===== src/rtl/refresh_sched_pkg.sv =====
package refresh_sched_pkg;

  // Clocks between two refresh ticks for a given divider value.
  function automatic int unsigned period_clocks(input int unsigned prescale,
                                                input int unsigned divider);
    return prescale * (divider + 1);
  endfunction

  // Age beyond which a pending refresh becomes urgent.
  function automatic int unsigned urgent_limit(input int unsigned period,
                                               input int unsigned num,
                                               input int unsigned den);
    return (period * num) / den;
  endfunction

  // Number of rows for a density code.
  function automatic int unsigned row_count(input int unsigned base_log2,
                                            input int unsigned code);
    return 32'd1 << (base_log2 + code);
  endfunction

endpackage


===== src/rtl/rfs_tick_gen.sv =====
module rfs_tick_gen #(
  parameter int PRE_DIV = 16,
  parameter int DIV_W   = 6
) (
  input  logic             clk,
  input  logic             rst_n,
  input  logic [DIV_W-1:0] div_val,
  output logic             tick
);
  localparam int PRE_W = (PRE_DIV > 1) ? $clog2(PRE_DIV) : 1;

  logic [PRE_W-1:0] pre_cnt;
  logic [DIV_W-1:0] per_cnt;
  logic             pre_tick;

  assign pre_tick = (pre_cnt == PRE_W'(PRE_DIV - 1));
  assign tick     = pre_tick && (per_cnt == '0);

  always_ff @(posedge clk) begin
    if (!rst_n) begin
      pre_cnt <= '0;
      per_cnt <= '0;
    end else begin
      pre_cnt <= pre_tick ? '0 : pre_cnt + 1'b1;
      if (pre_tick) begin
        per_cnt <= (per_cnt == '0) ? div_val : per_cnt - 1'b1;
      end
    end
  end
endmodule


===== src/rtl/rfs_owed_ctr.sv =====
module rfs_owed_ctr #(
  parameter int OWED_W = 3
) (
  input  logic              clk,
  input  logic              rst_n,
  input  logic              tick,
  input  logic              take,
  output logic [OWED_W-1:0] owed,
  output logic              pending
);
  localparam logic [OWED_W-1:0] OWED_MAX = '1;

  assign pending = (owed != '0);

  always_ff @(posedge clk) begin
    if (!rst_n) begin
      owed <= '0;
    end else begin
      unique case ({tick, take})
        2'b10:   if (owed != OWED_MAX) owed <= owed + 1'b1;
        2'b01:   owed <= owed - 1'b1;
        default: owed <= owed;
      endcase
    end
  end
endmodule


===== src/rtl/rfs_age_mon.sv =====
module rfs_age_mon #(
  parameter int AGE_W = 11
) (
  input  logic             clk,
  input  logic             rst_n,
  input  logic             pending,
  input  logic             take,
  input  logic [AGE_W-1:0] limit,
  output logic [AGE_W-1:0] age,
  output logic             urgent
);
  localparam logic [AGE_W-1:0] AGE_MAX = '1;

  assign urgent = pending && (age > limit);

  always_ff @(posedge clk) begin
    if (!rst_n) begin
      age <= '0;
    end else if (take || !pending) begin
      age <= '0;
    end else if (age != AGE_MAX) begin
      age <= age + 1'b1;
    end
  end
endmodule


===== src/rtl/rfs_row_ctr.sv =====
module rfs_row_ctr #(
  parameter int BASE_LOG2 = 8,
  parameter int SIZE_W    = 2,
  parameter int ROW_W     = 11
) (
  input  logic              clk,
  input  logic              rst_n,
  input  logic [SIZE_W-1:0] size_code,
  input  logic              take,
  output logic [ROW_W-1:0]  row
);
  import refresh_sched_pkg::*;

  logic [ROW_W-1:0] row_last;
  logic             at_end;

  assign row_last = ROW_W'(row_count(BASE_LOG2, int'(size_code)) - 1);
  assign at_end   = (row >= row_last);

  always_ff @(posedge clk) begin
    if (!rst_n) begin
      row <= '0;
    end else if (take) begin
      row <= at_end ? '0 : row + 1'b1;
    end
  end
endmodule


===== src/rtl/refresh_sched.sv =====
module refresh_sched #(
  parameter int PRE_DIV   = 16,
  parameter int DIV_W     = 6,
  parameter int OWED_W    = 3,
  parameter int SIZE_W    = 2,
  parameter int BASE_LOG2 = 8,
  parameter int URG_NUM   = 4,
  parameter int URG_DEN   = 5,
  parameter int ROW_W     = BASE_LOG2 + (2 ** SIZE_W) - 1
) (
  input  logic              clk,
  input  logic              rst_n,
  input  logic [DIV_W-1:0]  div_val,
  input  logic [SIZE_W-1:0] size_code,
  input  logic              burst_active,
  input  logic              ref_gnt,
  output logic              ref_req,
  output logic              ref_urgent,
  output logic [ROW_W-1:0]  row_addr
);
  import refresh_sched_pkg::*;

  localparam int AGE_W = $clog2(PRE_DIV * (2 ** DIV_W)) + 1;

  // Named internal events, visible to the bound checker.
  logic              tick;
  logic              take;
  logic              pending;
  logic [OWED_W-1:0] owed;
  logic [AGE_W-1:0]  age;
  logic [AGE_W-1:0]  limit;

  assign limit   = AGE_W'(urgent_limit(period_clocks(PRE_DIV, int'(div_val)),
                                       URG_NUM, URG_DEN));
  assign ref_req = pending && (!burst_active || ref_urgent);
  assign take    = ref_gnt && ref_req;

  rfs_tick_gen #(.PRE_DIV(PRE_DIV), .DIV_W(DIV_W)) u_tick (
    .clk(clk), .rst_n(rst_n), .div_val(div_val), .tick(tick)
  );

  rfs_owed_ctr #(.OWED_W(OWED_W)) u_owed (
    .clk(clk), .rst_n(rst_n), .tick(tick), .take(take),
    .owed(owed), .pending(pending)
  );

  rfs_age_mon #(.AGE_W(AGE_W)) u_age (
    .clk(clk), .rst_n(rst_n), .pending(pending), .take(take),
    .limit(limit), .age(age), .urgent(ref_urgent)
  );

  rfs_row_ctr #(.BASE_LOG2(BASE_LOG2), .SIZE_W(SIZE_W), .ROW_W(ROW_W)) u_row (
    .clk(clk), .rst_n(rst_n), .size_code(size_code), .take(take), .row(row_addr)
  );
endmodule


===== config.mk =====
export PLATFORM = sky130hd
export DESIGN_NAME = refresh_sched
export DESIGN_NICKNAME = d
export VERILOG_FILES = /design/src/rtl/refresh_sched_pkg.sv /design/src/rtl/rfs_tick_gen.sv /design/src/rtl/rfs_owed_ctr.sv /design/src/rtl/rfs_age_mon.sv /design/src/rtl/rfs_row_ctr.sv /design/src/rtl/refresh_sched.sv
export SDC_FILE = /design/constraint.sdc
export NUM_CORES = 1
export LEC_CHECK = 0
export ABC_AREA = 1
export BUFFER_PORTS_ARGS = -buffer_cell sky130_fd_sc_hd__buf_2
export CAP_MARGIN = 10
export CORE_MARGIN = 3
export CORE_UTILIZATION = 60
export CTS_CLUSTER_DIAMETER = 150
export CTS_CLUSTER_SIZE = 16
export DETAILED_ROUTE_END_ITERATION = 10
export GPL_TIMING_DRIVEN = 1
export MAX_ROUTING_LAYER = met4
export PLACE_DENSITY = 0.86
export SYNTH_ARGS = -nofsm -noshare
export SYNTH_HDL_FRONTEND = slang
export SYNTH_SLANG_ARGS = --single-unit
export TNS_END_PERCENT = 5

===== constraint.sdc =====
create_clock -name clk -period 15.3 [get_ports clk]
set_clock_uncertainty 0.1 [all_clocks]
set_input_delay 3.06 -clock clk [delete_from_list [all_inputs] [get_ports clk]]
set_output_delay 3.06 -clock clk [all_outputs]
set_load 0.01 [all_outputs]

==> results by group <==
Timing
  • Setup slack of the critical path after layout: 820 ps
  • Hold Vio Cnt, Final: 0
  • Highest attainable clock frequency: 69.1 MHz
  • Final-report setup violation count: 0
  • Final setup TNS: 0 ps
  • Worst hold margin: 357 ps
  • Min cycle time layout: 14480 ps
  • Tcrit/Tclk final: 0.946
  • Tightest Pin Transition: 628 ps
  • Max-slew headroom: 0.578
  • Max Transition Viols Final: 0

Die
  • Horizontal die dimension: 88.3 um
  • Die Height: 88.3 um
  • Die footprint: 7790 um^2
  • Core area: 6460 um^2
  • Initial core utilization: 0.629
  • Number of cell rows: 29
  • Top-level I/O count: 25

Clock tree
  • Clock latency on the worst-skew pair: 290 ps
  • CTS tree: built
  • Number of levels in the clock H-tree: 2
  • CTS Root Cell: sky130_fd_sc_hd__clkbuf_8
  • Number of buffers on the longest clock path: 2
  • Number of buffers created by CTS: 5
  • Clk slew on worst S/H paths: 70 ps
  • Clock tree sinks: 35

Logic synthesis
  • Share of the synthesized area in the top cell type: 0.173
  • Synthesized cell area: 4060 um^2
  • Number of synthesized flops with an enable pin: 0
  • Part of the Yosys area used for sequential elements: 0.173
  • Cell accounting for the most synthesized area: sky130_fd_sc_hd__dfxtp_1
  • Synthesized Nets: 686
  • Async SR Flop Fraction: 0
  • Synth warn: 0
  • Leading cell types by total area after synthesis: sky130_fd_sc_hd__dfxtp_1 (17%), sky130_fd_sc_hd__nand2_1 (15%), sky130_fd_sc_hd__ha_1 (9.6%)
  • Distinct cells, synth: 49
  • Most common flop cell mapped by yosys: sky130_fd_sc_hd__dfxtp_1
  • Synthesized instance count: 642
  • Mean area per synthesized cell: 6.32 um^2
  • Number of flip-flops and latches in the synthesized netlist: 35

Layout
  • Count of antenna diodes in the layout: 0
  • Non-filler cells in the finished layout: 749
  • Layout Nets: 715
  • Share of the core filled with cells in the final layout: 0.684
  • Final instance area: 4420 um^2
  • Share of final-layout standard cells stronger than drive strength 1: 0.199
  • Area grow syn2layout: 8.81%

GRT
  • Global routing met2 resource utilization: 0.448
  • Number of global-route vias before repair: 3854
  • Met1 Usage GRT: 0.267
  • Sum of overflow across all layers after global routing: 0
  • Initial antenna violation count: 0
  • Global-route layer with the greatest usage: met2
  • Overall fraction of global-route tracks in use: 0.242
  • First-pass GRT wire length: 15.2 mm
  • Pin count of the biggest net entering global routing: 17
  • GR Layer Usage met3: 0.0251

Power and ir drop
  • Internal power: 0.279 mW
  • Net switching power: 0.313 mW
  • Switching share of power: 0.529
  • Power density over cell area: 134 nW/um^2
  • Leak Pwr: 2.37 nW
  • Total Power Consumption: 0.592 mW
  • Max VDD drop: 0.0670 mV
  • Combinational power share: 0.698
  • Clock network power share: 0.146
  • Share of power burned in registers: 0.156

Worst hold path
  • Worst min-delay path class: register to register
  • Worst Min Path Start: u_tick.pre_cnt[0]
  • Hold path endpoint: u_tick.pre_cnt[0]
  • Number of cells on the worst hold path: 1

Setup path
  • Slowest cell on crit path: sky130_fd_sc_hd__o41ai_2
  • Worst r2r path cells: 17
  • Critical path start-end classification: input pin to primary output
  • Highest cell delay on the worst timing path: 350 ps
  • Reg2reg start: u_age.age[2]
  • Flop-to-flop setup slack: 11980 ps
  • Critical Path Sink Type: primary output
  • Critical path required time: 12140 ps
  • Highest net fanout along the worst path: 12
  • Critical path arrival: 11320 ps
  • Reg2reg end: u_owed.owed[2]
  • Kind of start point of the critical path: input pin

Placement
  • IO buf count: 24
  • Cell area reported after detailed placement: 4240 um^2
  • Half-perimeter wire length of the detailed placement result: 7.10 mm
  • Cell count after placement: 737
  • Worst-case setup slack after placement: 531 ps
  • Placer Congestion: 0.891

Drt
  • DR vias/cell: 5.41
  • Final wirelength: 8.74 mm
  • DR iter-0 viols: 106
  • DRC Markers: 0
  • Routed length per placed instance: 11.7 um
  • Iteration count of the initial detailed-routing pass: 4
  • Post-DRT Antenna Nets: 0
  • Number of vias after detailed routing: 4055

Run status
  • Outcome: finished clean

Run
  • Maximum capacitance violations: 0
==> final cells by class <==
type / count / area [um^2]
inverter: 113 / 428
sequential: 35 / 701
multi-input combinational: 487 / 2920
timing repair buffer: 29 / 160
tap: 77 / 96.3
fill: 562 / 2040
clock inverter: 2 / 35.0
clock buffer: 6 / 82.6
==> critical path, delay by kind of cell <==
kind	cells	cell delay (ps)
simple gates	34	3380
compound gates	8	1350
buf+inv	13	1220
fa+ha+maj	8	2280
==> state kept, by name, indices dropped and copies added, names as in the netlist <==
register and count:
u_tick.pre_cnt 4, u_age.age 11, u_owed.owed 3, u_tick.per_cnt 6, u_row.row 11
==> metal layers <==
metal  wire (um)  up-vias  share of wire
met5           0        -              0
met4         144        0          0.016
met3         235       14          0.027
met2        4420       73           0.51
met1        3940     1839           0.45
li1            -     2129              -
==> power by group through the flow <==
stage | sequential [mW] | clock (mW) | combinational (mW)
after global placement | 0.0942 | 0 | 0.389
after CTS | 0.0921 | 0.0881 | 0.405
final | 0.0921 | 0.0865 | 0.414
after floorplan | 0.0941 | 0 | 0.341
after global routing | 0.0921 | 0.0910 | 0.464
after detailed placement | 0.0942 | 0 | 0.403
==> Yosys cell counts, drive strengths merged (3+ instances only) <==
library cell	number
nand2	202
inv	110
nor2	68
nand3	64
dfxtp	35
ha	31
a21oi	27
o21ai	25
nand4	16
nor3	9
xor2	6
xnor2	5
a31oi	4
buf	4
nand3b	4
a211oi	3
clkbuf	3
clkinv	3
nor3b	3
==> cell families after synthesis <==
group / Yosys count / share of synthesized area
adder cells (fa/ha/maj): 32 / 0.100
AND/OR/NAND/NOR: 370 / 0.472
XOR/XNOR: 11 / 0.0237
flip-flops: 35 / 0.173
AO/OA/AOI/OAI: 74 / 0.114
buffers and inverters: 120 / 0.117
==> worst max-delay path by stage <==
stage | slack (ps) | endpoint | startpoint
2_1_floorplan | 1680 | ref_req | div_val[0]
3_3_place_gp | 910 | ref_req | div_val[0]
3_5_place_dp | 530 | ref_req | div_val[0]
4_1_cts | 480 | ref_req | div_val[0]
5_1_grt | -10 | ref_req | div_val[0]
6_report | 820 | ref_req | div_val[0]
==> repair_timing <==
action	in CTS	in global routing
setup buffers	0	4
hold buffers	0	0
setup endpoints to repair	0	2
gates resized for setup	0	6
==> cells in the final DEF (no fill, tap or decap), types with 3 or more instances in the layout <==
master                     count
sky130_fd_sc_hd__nor3_1        9
sky130_fd_sc_hd__nor3b_1       3
sky130_fd_sc_hd__nand3b_1      4
sky130_fd_sc_hd__nand3_4       3
sky130_fd_sc_hd__dfxtp_1      35
sky130_fd_sc_hd__a211oi_1      3
sky130_fd_sc_hd__ha_1         30
sky130_fd_sc_hd__xor2_1        6
sky130_fd_sc_hd__nand2_1     160
sky130_fd_sc_hd__nand2_2      28
sky130_fd_sc_hd__clkbuf_8      6
sky130_fd_sc_hd__nand3_1      46
sky130_fd_sc_hd__inv_1        99
sky130_fd_sc_hd__buf_2        23
sky130_fd_sc_hd__nor2_1       54
sky130_fd_sc_hd__nor2_4        4
sky130_fd_sc_hd__xnor2_1       5
sky130_fd_sc_hd__a21oi_1      26
sky130_fd_sc_hd__o21ai_0      20
sky130_fd_sc_hd__inv_2        10
sky130_fd_sc_hd__nand3_2      15
sky130_fd_sc_hd__nand4_1      14
sky130_fd_sc_hd__a31oi_1       4
sky130_fd_sc_hd__buf_4         5
sky130_fd_sc_hd__nand2_4      13
sky130_fd_sc_hd__nor2_2       10
Note: power is estimated with default switching activity, not from simulation.
